$ cat config.mk
export PLATFORM = sky130hd
export DESIGN_NAME = rxf_addr_filter
export DESIGN_NICKNAME = d
export VERILOG_FILES = /design/src/rtl/rxf_pkg.sv /design/src/rtl/rxf_regs.sv /design/src/rtl/rxf_crc.sv /design/src/rtl/rxf_decide.sv /design/src/rtl/rxf_addr_filter.sv
export SDC_FILE = /design/constraint.sdc
export NUM_CORES = 1
export LEC_CHECK = 0
export BUFFER_PORTS_ARGS = -buffer_cell sky130_fd_sc_hd__buf_2
export CAP_MARGIN = 20
export CORE_MARGIN = 10
export CORE_UTILIZATION = 57
export CTS_BUF_LIST = sky130_fd_sc_hd__clkbuf_2
export CTS_CLUSTER_DIAMETER = 200
export DETAILED_ROUTE_END_ITERATION = 8
export GPL_TIMING_DRIVEN = 0
export HOLD_SLACK_MARGIN = 0.08
export PLACE_DENSITY_LB_ADDON = 0.25
export SLEW_MARGIN = 20
export SYNTH_ARGS = -nofsm -noshare
export SYNTH_HDL_FRONTEND = slang
export SYNTH_SLANG_ARGS = --single-unit
$ cat constraint.sdc
create_clock -name clk_i -period 3.1 [get_ports clk_i]
set_input_delay 0.465 -clock clk_i [delete_from_list [all_inputs] [get_ports clk_i]]
set_output_delay 0.465 -clock clk_i [all_outputs]
set_load 0.01 [all_outputs]
$ cat src/rtl/rxf_pkg.sv
package rxf_pkg;
  localparam int unsigned ADDR_BYTES = 6;
  localparam int unsigned ADDR_W     = 8 * ADDR_BYTES;
  localparam int unsigned CRC_W      = 32;
  localparam int unsigned HASH_W     = 6;
  localparam int unsigned HASH_BINS  = 1 << HASH_W;
  localparam logic [CRC_W-1:0] CRC_POLY = 32'h04C1_1DB6;

  typedef enum logic [1:0] {
    SEL_STA_LO  = 2'd0,
    SEL_STA_HI  = 2'd1,
    SEL_HASH_LO = 2'd2,
    SEL_HASH_HI = 2'd3
  } reg_sel_e;

  typedef struct packed {
    logic              accept;
    logic              bcast;
    logic              phys;
    logic              mcast;
    logic [HASH_W-1:0] hash_idx;
  } rxf_result_t;

  // Bit-serial LSB-first update; feedback sets bit 0 after the polynomial XOR
  function automatic logic [CRC_W-1:0] crc_byte(input logic [CRC_W-1:0] c_in,
                                                input logic [7:0] d);
    logic [CRC_W-1:0] c;
    logic fb;
    c = c_in;
    for (int i = 0; i < 8; i++) begin
      fb = c[CRC_W-1] ^ d[i];
      c  = {c[CRC_W-2:0], 1'b0};
      if (fb) c = (c ^ CRC_POLY) | {{(CRC_W-1){1'b0}}, 1'b1};
    end
    return c;
  endfunction
endpackage

$ cat src/rtl/rxf_regs.sv
module rxf_regs
  import rxf_pkg::*;
(
  input  logic                 clk_i,
  input  logic                 rst_ni,
  input  logic                 wr_en_i,
  input  logic [1:0]           wr_addr_i,
  input  logic [31:0]          wr_data_i,
  output logic [ADDR_W-1:0]    station_o,
  output logic [HASH_BINS-1:0] hash_tbl_o
);
  localparam int unsigned HWORDS = HASH_BINS / 32;

  logic [31:0] sta_lo_q;
  logic [15:0] sta_hi_q;
  logic [31:0] hash_q [HWORDS];

  always_ff @(posedge clk_i or negedge rst_ni) begin
    if (!rst_ni) begin
      sta_lo_q <= '0;
      sta_hi_q <= '0;
    end else if (wr_en_i) begin
      if (reg_sel_e'(wr_addr_i) == SEL_STA_LO) sta_lo_q <= wr_data_i;
      if (reg_sel_e'(wr_addr_i) == SEL_STA_HI) sta_hi_q <= wr_data_i[15:0];
    end
  end

  for (genvar w = 0; w < HWORDS; w++) begin : g_hash
    localparam logic [1:0] SEL = 2'(int'(SEL_HASH_LO) + w);
    always_ff @(posedge clk_i or negedge rst_ni) begin
      if (!rst_ni)                             hash_q[w] <= '0;
      else if (wr_en_i && wr_addr_i == SEL)    hash_q[w] <= wr_data_i;
    end
    assign hash_tbl_o[32*w +: 32] = hash_q[w];
  end

  assign station_o = {sta_hi_q, sta_lo_q};
endmodule

$ cat src/rtl/rxf_crc.sv
module rxf_crc
  import rxf_pkg::*;
(
  input  logic              clk_i,
  input  logic              rst_ni,
  input  logic              sof_i,
  input  logic              byte_valid_i,
  input  logic [7:0]        byte_i,
  output logic              last_o,
  output logic [CRC_W-1:0]  crc_nx_o,
  output logic [ADDR_W-1:0] addr_nx_o
);
  localparam int unsigned CW = $clog2(ADDR_BYTES + 1);
  localparam logic [CW-1:0] CNT_DONE = CW'(ADDR_BYTES);

  logic [CW-1:0]     cnt_q, cnt_base, cnt_nx;
  logic [CRC_W-1:0]  crc_q, crc_base;
  logic [ADDR_W-1:0] addr_q;
  logic              take;

  always_comb begin
    cnt_base  = sof_i ? '0 : cnt_q;
    crc_base  = sof_i ? '1 : crc_q;
    take      = byte_valid_i && (cnt_base != CNT_DONE);
    cnt_nx    = take ? cnt_base + 1'b1 : cnt_base;
    crc_nx_o  = take ? crc_byte(crc_base, byte_i) : crc_base;
    addr_nx_o = addr_q;
    for (int k = 0; k < ADDR_BYTES; k++)
      if (take && cnt_base == CW'(k)) addr_nx_o[8*k +: 8] = byte_i;
    last_o    = take && (cnt_nx == CNT_DONE);
  end

  always_ff @(posedge clk_i or negedge rst_ni) begin
    if (!rst_ni) begin
      cnt_q  <= CNT_DONE;
      crc_q  <= '1;
      addr_q <= '0;
    end else begin
      cnt_q  <= cnt_nx;
      crc_q  <= crc_nx_o;
      addr_q <= addr_nx_o;
    end
  end

  a_r10_cnt_bound: assert property (@(posedge clk_i) disable iff (!rst_ni)
    cnt_q <= CNT_DONE);
  a_r9_sof_restart: assert property (@(posedge clk_i) disable iff (!rst_ni)
    sof_i && !byte_valid_i |=> cnt_q == '0 && crc_q == '1);
endmodule

$ cat src/rtl/rxf_decide.sv
module rxf_decide
  import rxf_pkg::*;
(
  input  logic [ADDR_W-1:0]    addr_i,
  input  logic [CRC_W-1:0]     crc_i,
  input  logic [ADDR_W-1:0]    station_i,
  input  logic [HASH_BINS-1:0] hash_tbl_i,
  input  logic [3:0]           cfg_i,
  output rxf_result_t          res_o
);
  logic [HASH_W-1:0] idx;
  logic bc, mc, pm, hit;

  always_comb begin
    idx = crc_i[CRC_W-1 -: HASH_W];
    bc  = &addr_i;
    mc  = addr_i[0] && !bc;
    pm  = (addr_i == station_i);
    hit = hash_tbl_i[idx];
    res_o.hash_idx = idx;
    res_o.bcast    = bc;
    res_o.mcast    = mc;
    res_o.phys     = pm;
    res_o.accept   = cfg_i[0] | (cfg_i[1] & pm) | (cfg_i[2] & mc & hit) | (cfg_i[3] & bc);
  end
endmodule

$ cat src/rtl/rxf_addr_filter.sv
module rxf_addr_filter
  import rxf_pkg::*;
(
  input  logic        clk_i,
  input  logic        rst_ni,
  input  logic        wr_en_i,
  input  logic [1:0]  wr_addr_i,
  input  logic [31:0] wr_data_i,
  input  logic [3:0]  cfg_i,
  input  logic        sof_i,
  input  logic        byte_valid_i,
  input  logic [7:0]  byte_i,
  output logic        dec_valid_o,
  output logic        accept_o,
  output logic        bcast_o,
  output logic        phys_o,
  output logic        mcast_o,
  output logic [5:0]  hash_idx_o
);
  logic [ADDR_W-1:0]    station, addr_nx;
  logic [HASH_BINS-1:0] hash_tbl;
  logic [CRC_W-1:0]     crc_nx;
  logic                 last;
  rxf_result_t          res, res_q;
  logic                 dv_q;

  rxf_regs u_regs (
    .clk_i, .rst_ni, .wr_en_i, .wr_addr_i, .wr_data_i,
    .station_o(station), .hash_tbl_o(hash_tbl)
  );

  rxf_crc u_crc (
    .clk_i, .rst_ni, .sof_i, .byte_valid_i, .byte_i,
    .last_o(last), .crc_nx_o(crc_nx), .addr_nx_o(addr_nx)
  );

  rxf_decide u_dec (
    .addr_i(addr_nx), .crc_i(crc_nx), .station_i(station),
    .hash_tbl_i(hash_tbl), .cfg_i, .res_o(res)
  );

  always_ff @(posedge clk_i or negedge rst_ni) begin
    if (!rst_ni) begin
      dv_q  <= 1'b0;
      res_q <= '0;
    end else begin
      dv_q <= last;
      if (last) res_q <= res;
    end
  end

  assign dec_valid_o = dv_q;
  assign accept_o    = res_q.accept;
  assign bcast_o     = res_q.bcast;
  assign phys_o      = res_q.phys;
  assign mcast_o     = res_q.mcast;
  assign hash_idx_o  = res_q.hash_idx;

  a_r8_single_pulse: assert property (@(posedge clk_i) disable iff (!rst_ni)
    dec_valid_o |=> !dec_valid_o);
  a_r8_after_byte: assert property (@(posedge clk_i) disable iff (!rst_ni)
    $rose(dec_valid_o) |-> $past(byte_valid_i));
  a_r5_flags_exclusive: assert property (@(posedge clk_i) disable iff (!rst_ni)
    !(bcast_o && mcast_o));
  a_r10_hold: assert property (@(posedge clk_i) disable iff (!rst_ni)
    !dec_valid_o |-> $stable(accept_o) && $stable(hash_idx_o) && $stable(phys_o));
  a_r7_accept_reason: assert property (@(posedge clk_i) disable iff (!rst_ni)
    dec_valid_o && accept_o |-> $past(cfg_i[0]) || ($past(cfg_i[1]) && phys_o) ||
                                ($past(cfg_i[2]) && mcast_o) || ($past(cfg_i[3]) && bcast_o));
endmodule

==> metrics.csv <==
stage,metric,value,unit
detailed_routing,WL final,28.5,mm
worst_setup_path,critical path data arrival time,4.06,ns
logic_synthesis,"top cells by area, synth","dfrtp_1 42%, mux2_2 18%, dfstp_2 8.6%",
clock_network,worst skew pair latency,0.82,ns
detailed_routing,vias per cell,5.93,
timing,Max Clock Skew,0.0289,ns
pwr,pwr dens,801,mW/mm2
timing,crit share post-route,1.07,
floorplan,die area,0.0240,mm2
logic_synthesis,Syn Inst Count,904,
worst_setup_path,CP Max Fanout,5,
worst_setup_path,Reg-to-Reg Start,u_crc.crc_q[27]$_DFF_PN1_,
layout,Layout area overhead,19.2,%
clock_network,CTS root buf,clkbuf_2,
detailed_routing,antenna-violating nets left,0,
global_routing,All-Layer GR Usage,0.233,
timing,Max Fclk,303,MHz
clock_network,clock sinks,206,
worst_hold_path,Worst Hold Class,primary input to asynchronous set/reset pin,
logic_synthesis,Post-synth EDFFs,0,
logic_synthesis,share of flip-flops with an asynchronous set or reset,1.00,
pwr,Clock Power Share,0.208,
layout,NumNets Final,1125,
global_routing,GRT Residual Overflow,0,
placement,GP Congestion,0.919,
logic_synthesis,Yosys top cell by area,dfrtp_1,
clock_network,CTS Buf Count,54,
timing,shortest period the worst path allows,3.31,ns
placement,DP Wirelength,19.7,mm
worst_setup_path,type of origin of the critical path,register,
outcome,failing checks,setup timing,
floorplan,Std-Cell Rows,49,
timing,final setup vio count,1,
worst_setup_path,crit-path cells,"xnor2_2, or3_4, a211o_4, a211o_4, nand3_4, buf_8, buf_6, mux2i_1, mux2_2, a311o_1, a311oi_2, a32o_1",
logic_synthesis,unique cell type count in the Yosys netlist,62,
global_routing,first-pass GRT wire length,44.2,mm
detailed_routing,# DRC,0,
timing,RSZ-0062 raised after global routing,yes,
clock_network,CTS max path bufs,3,
worst_setup_path,Crit. End Element,register,
timing,"Hold Vio Cnt, Final",0,
pwr,Switch Pwr,0.00367,W
floorplan,die span in y,155,um
detailed_routing,met2 WL post-DR,13.4,mm
detailed_routing,DRT iter0 DRCs,529,
logic_synthesis,synthesized area per cell,11.5,um2
detailed_routing,Pre-Repair DR Iteration Count,5,
worst_setup_path,Worst R2R End,accept_o$_DFFE_PN0P_,
global_routing,largest net degree at the start of global routing,88,
logic_synthesis,Syn Nets,956,
detailed_routing,M1 WL,12.6,mm
flow_run,Max Cap Viol,0,
floorplan,I/O pin count,62,
logic_synthesis,part of the Yosys area used for sequential elements,0.502,
worst_setup_path,CP peak stage delay,0.60,ns
worst_setup_path,CP Class,register to register,
logic_synthesis,Syn Std Cell Area,0.0104,mm2
timing,Final Max Slew Viols,0,
detailed_routing,vias,7943,
worst_setup_path,crit path buf inv count,2,
placement,PortBufs,56,
worst_setup_path,start point of the critical path,u_crc.crc_q[27]$_DFF_PN1_,
detailed_routing,met3 WL,1.82,mm
timing,Max transition margin,0.458,
detailed_routing,uppermost layer routed,met4,
logic_synthesis,top-count cell post-synth,dfrtp_1,
global_routing,initial antenna violation count,1,
worst_setup_path,"Req. time, crit path",3.86,ns
pwr,VDD IR-drop max,0.497,mV
clock_network,H-tree depth,2,
logic_synthesis,Post-synth top cells,"172 x dfrtp_1, 161 x mux2_2, 62 x nor2_1",
layout,layout cell share with drive strength beyond 1,0.372,
worst_setup_path,crit-path leading delay family,compound AO/OA/AOI/OAI gates,
timing,hold slack final,0.126,ns
pwr,Leak Pwr,5.40,nW
worst_setup_path,R2R Setup Slk,-0.21,ns
clock_network,CTS tree,yes,
timing,slack of the critical path,-0.206,ns
floorplan,Initial Util,0.578,
pwr,part of the power in registers,0.407,
pwr,Comb pwr share,0.385,
detailed_routing,Routed WL per cell,21.3,um
logic_synthesis,Synth Flop Type,dfrtp_1,
pwr,P_int,0.00621,W
worst_setup_path,Worst path slowest cell,dfstp_2,
outcome,status,"complete, but fails checks",
global_routing,vias in the first global route,7976,
floorplan,die width,155,um
clock_network,"Clk pin slew, worst setup/hold paths",0.10,ns
timing,setup TNS,-0.206,ns
floorplan,core area,0.0179,mm2
logic_synthesis,synth warn,0,
worst_setup_path,crit-path most repeated cell,a211o_4,
pwr,switching part of the total,0.371,
worst_setup_path,Worst R2R Path Depth,12,
logic_synthesis,Yosys top cell area share,0.416,
logic_synthesis,"flops & latches, synth",206,
timing,Tightest Pin Transition,0.814,ns
## worst max path at each step
| stage | end | slack (ns) | cells after the start |
|---|---|---|---|
| global route | accept_o$_DFFE_PN0P_ | -0.29 | 12 |
| floorplan | accept_o$_DFFE_PN0P_ | 0.006 | 12 |
| detailed placement | accept_o$_DFFE_PN0P_ | -1.50 | 13 |
| global placement | u_regs.hash_tbl_o[8]$_DFFE_PN0P_ | -1.88 | 1 |
| finish | accept_o$_DFFE_PN0P_ | -0.21 | 12 |
| CTS | accept_o$_DFFE_PN0P_ | -0.15 | 10 |
## logic make-up after synthesis
group           synth area share
mux                        0.203
xor+xnor                  0.0874
flops                      0.502
buf+inv                   0.0280
compound gates            0.0780
fa+ha+maj                0.00121
simple gates               0.100
## final cells by class
class,count,area (um2)
Antenna cell,1,2.50
Fill cell,1366,5570
Sequential cell,206,5200
Buffer,47,244
Inverter,18,71.3
Clock buffer,78,390
Clock inverter,15,141
Tap cell,229,287
Multi-Input combinational cell,629,5080
Timing Repair Buffer,117,925
## power by group through the flow
stage          combinational [W]  clock, W  sequential [W]
2_1_floorplan            0.00258         0         0.00388
4_1_cts                  0.00364   0.00209         0.00399
5_1_grt                  0.00411   0.00223         0.00408
3_5_place_dp             0.00342         0         0.00402
3_3_place_gp             0.00334         0         0.00399
6_report                 0.00380   0.00206         0.00402
## routing by layer
metal / track usage / vias up
li1: - / 3596
met1: 0.315 / 3975
met2: 0.363 / 312
met3: 0.0494 / 60
met4: 0.0792 / 0
met5: 0 / -
## layout by cell type, fill, tap and decap left out, types with 6 or more instances in the layout
master	netlist	layout
mux2_2	161	160
xnor2_1	50	48
nand4_1	15	15
clkbuf_2	1	81
nor3_1	25	25
o21ai_0	42	38
buf_1	6	6
nand2_1	51	50
buf_2	6	58
dfrtp_1	172	171
nor4_1	13	6
mux2i_1	29	27
buf_4	1	19
nor2_1	62	58
a21oi_1	35	34
dlygate4sd3_1	0	40
nand3_1	12	10
clkinv_1	1	10
clkbuf_1	35	26
xor2_1	48	47
dfstp_2	34	34
and3_1	6	6
inv_1	17	17
## metrics by stage
stage,area [um2],util,setup WS (ns),total power (W),std cells
final,12300,0.689,-0.206,0.00988,1340
after floorplan,10400,-,0.00597,0.00646,904
after global routing,12300,0.689,-0.288,0.0104,1340
after global placement,10900,0.611,-1.88,0.00733,1189
after CTS,12100,0.678,-0.147,0.00971,1331
after detailed placement,11000,0.614,-1.50,0.00743,1191
## repair_timing
| action | 4_1_cts | 5_1_grt |
|---|---|---|
| pin swaps | 6 | 11 |
| endpoints found under the setup margin | 2 | 2 |
| resized for setup | 27 | 35 |
| hold buffers | 40 | 0 |
| gates cloned | 1 | 0 |
| hold endpoints to repair | 237 | 0 |
| setup buffers | 8 | 10 |
## registers in the layout, summed over array words and instances, names as in the netlist
signal             cells
accept_o               1
bcast_o                1
dec_valid_o            1
hash_idx_o             6
mcast_o                1
phys_o                 1
u_crc.addr_q          48
u_crc.cnt_q            3
u_crc.crc_q           32
u_regs.hash_tbl_o     64
u_regs.sta_hi_q       16
u_regs.sta_lo_q       32
Note: power is estimated with default switching activity, not from simulation.
